## src/rtl/sdram_chk_pkg.sv

```systemverilog
package sdram_chk_pkg;
  typedef enum logic [2:0] {
    CMD_DESEL = 3'd0, CMD_NOP = 3'd1, CMD_MRS = 3'd2, CMD_REF = 3'd3,
    CMD_PRE   = 3'd4, CMD_ACT = 3'd5, CMD_WR  = 3'd6, CMD_RD  = 3'd7
  } cmd_e;

  typedef enum logic [2:0] {
    OP_NONE  = 3'd0, OP_MODE    = 3'd1, OP_REFRESH = 3'd2, OP_OPEN   = 3'd3,
    OP_CLOSE = 3'd4, OP_BURST   = 3'd5, OP_RESTART = 3'd6, OP_REJECT = 3'd7
  } op_e;

  typedef enum logic [1:0] {
    BANK_IDLE = 2'd0, BANK_OPEN = 2'd1, BANK_BURST = 2'd2
  } bank_st_e;
endpackage

```

## src/rtl/sdram_bank_track.sv

```systemverilog
module sdram_bank_track
  import sdram_chk_pkg::*;
#(
  parameter int BA_W = 2,
  parameter int BL_W = 10,
  parameter int IDX  = 0
) (
  input  logic            clk_i,
  input  logic            rst_ni,
  input  cmd_e            cmd_i,
  input  logic [BA_W-1:0] ba_i,
  input  logic            a10_i,
  input  logic            reject_i,
  input  logic [BL_W-1:0] burst_len_i,
  output bank_st_e        state_o
);
  bank_st_e        st_q, st_d;
  logic [BL_W-1:0] cnt_q, cnt_d;
  logic            ap_q, ap_d;
  logic            hit;

  assign hit = (ba_i == BA_W'(IDX));

  always_comb begin
    st_d  = st_q;
    cnt_d = cnt_q;
    ap_d  = ap_q;
    if (!reject_i) begin
      // background countdown
      if (st_q == BANK_BURST) begin
        if (cnt_q <= BL_W'(1)) st_d = ap_q ? BANK_IDLE : BANK_OPEN;
        else                   cnt_d = cnt_q - BL_W'(1);
      end
      // command to this bank overrides the countdown
      unique case (cmd_i)
        CMD_PRE: if (a10_i || hit) begin
          st_d  = BANK_IDLE;
          cnt_d = '0;
          ap_d  = 1'b0;
        end
        CMD_ACT: if (hit) st_d = BANK_OPEN;
        CMD_WR, CMD_RD: if (hit) begin
          st_d  = BANK_BURST;
          cnt_d = (burst_len_i == '0) ? BL_W'(1) : burst_len_i;
          ap_d  = a10_i;
        end
        default: ;
      endcase
    end
  end

  always_ff @(posedge clk_i or negedge rst_ni) begin
    if (!rst_ni) begin
      st_q  <= BANK_IDLE;
      cnt_q <= '0;
      ap_q  <= 1'b0;
    end else begin
      st_q  <= st_d;
      cnt_q <= cnt_d;
      ap_q  <= ap_d;
    end
  end

  assign state_o = st_q;
endmodule

```

## config.mk

```make
export PLATFORM = sky130hd
export DESIGN_NAME = sdram_bank_track
export DESIGN_NICKNAME = d
export VERILOG_FILES = /design/src/rtl/sdram_chk_pkg.sv /design/src/rtl/sdram_bank_track.sv
export SDC_FILE = /design/constraint.sdc
export NUM_CORES = 1
export LEC_CHECK = 0
export ABC_CLOCK_PERIOD_IN_PS = 3800
export BUFFER_PORTS_ARGS = -buffer_cell sky130_fd_sc_hd__buf_2
export CORE_MARGIN = 2
export CORE_UTILIZATION = 37
export CTS_CLUSTER_SIZE = 40
export DETAILED_ROUTE_END_ITERATION = 7
export PLACE_DENSITY = 0.59
export SETUP_SLACK_MARGIN = 0.3
export SYNTH_ARGS = -nofsm -noshare
export SYNTH_HDL_FRONTEND = slang
export SYNTH_SLANG_ARGS = --single-unit
```

## constraint.sdc

```tcl
create_clock -name clk_i -period 3.8 [get_ports clk_i]
set_input_delay 0.38 -clock clk_i [delete_from_list [all_inputs] [get_ports clk_i]]
set_output_delay 0.38 -clock clk_i [all_outputs]
set_load 0.02 [all_outputs]
```

==> impl_results.md <==
* Final nets at 149
* CTS buffer count at 3
* Clk_lat worst skew at 0.28 ns
* GRT Overall Usage at 20.4%
* Cell area after synthesis at 901 sq um
* Final Non-Filler Cells at 155
* Pleak at 0.448 nW
* Critical-path cell list: or4_4 -> or4_1 -> or4_1 -> a21oi_1 -> o21a_1
* EDFF count, synth at 0
* Status: completed
* Resized Gates After CTS at 0
* Avg WL per Cell at 15.3 microns
* Final hold vios at 0
* Inst Count DP at 150
* Largest family of logic cells by synthesized area: simple AND/OR/NAND/NOR gates
* Maximum VDD drop at 0.259 mV
* Die outline area at 0.00285 sq mm
* Ports at 21
* Setup_tns at 0 ns
* Clock sink count at 13
* CP Launch Type: flip-flop
* Clock skew at 0.00465 ns
* Min-Delay Startpoint: burst_len_i[5]
* Via/cell ratio at 5.86
* Via Count at 909
* Area grow syn2layout at 17.1%
* Cell mode on critical path: or4_1
* Register clock-pin slew on the reported worst setup and hold paths at 0.08 ns
* CTS Hold Bufs at 1
* Post-synth ARST share at 100%
* Post-synthesis xor/xnor area fraction at 0%
* Primary FF master, synth: dfrtp_1
* Post-synthesis sequential area ratio at 36.1%
* Post-Syn Instances at 106
* Period utilization at 60.5%
* Worst slew margin at 50.3%
* CP max stage cell: or4_1
* Total grt overflow at 0
* Worst Setup End Kind: flip-flop
* Commonest cells in the netlist: dfrtp_1 (13), nor2_1 (10), o21ai_0 (8), nand2_1 (7), nor3_1 (7)
* Period minus WS final at 2.30 ns
* Detail Route Antenna Nets at 0
* Post-Synth Simple-Gate Area at 29.9%
* Worst Path Max Fanout at 7
* Max-slew violation count at 0
* CTS H-tree lvls at 1
* Fmax at 0.435 GHz
* # DRC at 0
* Multiplexer area fraction after synthesis at 1.11%
* Max clock buf depth at 2
* P per Cell Area at 524 mW/mm^2
* Initial core utilization at 40.0%
* # Max-Cap Violations at 0
* Post-DP HPWL at 1.85 mm
* First drt pass iteration count at 4
* Routed wire length at 2.38 mm
* Cell variety after synth at 37
* Largest cells by area after synthesis: dfrtp_1 (36%), o311ai_0 (4.9%), o21ai_0 (4.4%)
* RR Startpoint: cnt_q[4]
* Floorplan row count at 17
* Post-synthesis adder-cell area fraction at 2.78%
* Fraction of layout cells with a size suffix above 1 at 24.4%
* Crit. Startpoint: cnt_q[4]
* Compound-gate portion of the synthesized area at 26.1%
* WP data required at 4.02 ns
* Slowest cell delay on critical path at 0.59 ns
* Slew @ Worst Pin at 0.736 ns
* Crit path buffers/inverters at 0
* Antenna violations before repair at 0
* Postcts setup bufs at 0
* Iteration-0 DRC Markers at 18
* Setup violators final at 0
* Crit path DAT at 2.52 ns
* RSZ-0062 raised after global routing: false
* Crit Path Class: reg2reg
* Pin count of the biggest net entering global routing at 21
* Register bit count reported by yosys at 13
* Yosys top cell area share at 36.1%
* Placer Congestion at 0.843
* Die X at 53.3 microns
* Leading area contributor after synthesis: dfrtp_1
* CP delay by family, top: simple AND/OR/NAND/NOR gates
* Root buffer cell: clkbuf_4
* Vias in the first global route at 839
* # diodes at 0
* Die Y at 53.3 microns
* Hold crit path type: in2reg
* Mapped Avg Cell Area at 8.50 sq um
* Core box area at 0.00225 sq mm
* CTS tree: yes
* Synth warn at 0
* First-pass GRT wire length at 4.07 mm
* Cell with the most instances after synthesis: dfrtp_1
* Syn Nets at 127
* Port bufs at 20
[layout by cell type (no fill, tap or decap), drive strengths merged, types with 3 or more instances in the layout]
cell	synthesis	layout
a21oi	3	3
a221o	3	3
buf	2	20
clkbuf	2	4
dfrtp	13	13
inv	5	5
nand2	7	7
nand2b	3	3
nand3	5	5
nor2	10	10
nor2b	3	3
nor3	7	7
o21ai	8	8
o311ai	5	5
or4	6	6
[worst paths after layout]
kind	end	slack, ns	depth (start not counted)
setup / recovery	state_o[0]	1.50	5
hold / removal	cnt_q[5]	0.32	3
setup reg to reg	state_o[0]	1.50	5
hold reg to reg	ap_q	0.52	2
max in group asynchronous	cnt_q[7]	3.04	2
min in group asynchronous	cnt_q[9]	0.51	2
[tightest hold or removal path, stage by stage]
cell     delay, ns
buf_2         0.09
nand2_1       0.04
nand3_1       0.05
[per-stage QoR]
stage / util [%] / setup WS [ns] / instance area (sq um) / hold WS [ns] / power, mW
floorplan: - / 1.61 / 901 / 0.0844 / 0.397
global placement: 45.2 / 1.56 / 1020 / 0.292 / 0.459
detailed placement: 45.2 / 1.54 / 1020 / 0.295 / 0.463
CTS: 46.8 / 1.51 / 1050 / 0.313 / 0.557
global route: 46.8 / 1.36 / 1050 / 0.312 / 0.609
finish: 46.8 / 1.50 / 1050 / 0.325 / 0.553
[state kept, by name (all words and copies together), names as in the netlist]
name and cells:
ap_q 1, state_o 2, cnt_q 10
[kinds of logic after synthesis]
family	count (synthesis)
compound gates	32
simple gates	49
mux	1
flops	13
fa+ha+maj	2
buf+inv	9
[cell type report]
| type | count | area, sq um |
|---|---|---|
| well taps | 28 | 35.0 |
| flip-flops and latches | 13 | 325 |
| fillers | 233 | 1200 |
| inverters | 5 | 18.8 |
| repair buffers | 21 | 110 |
| clock buffers | 4 | 26.3 |
| multi-input cells | 84 | 539 |
[routing by layer]
metal  routed length, microns  vias up  track usage, %
met5                        0        -               0
met4                       17        0            7.69
met3                      106        2            5.37
met2                     1090       22            30.9
met1                     1160      429            27.4
li1                         -      456               -
[power by group]
group          internal [mW]  leakage [nW]  switching, mW
combinational          0.104         0.271          0.119
sequential             0.187         0.162         0.0521
clock                 0.0407        0.0150         0.0493
Power figures use the tool's default switching activity.
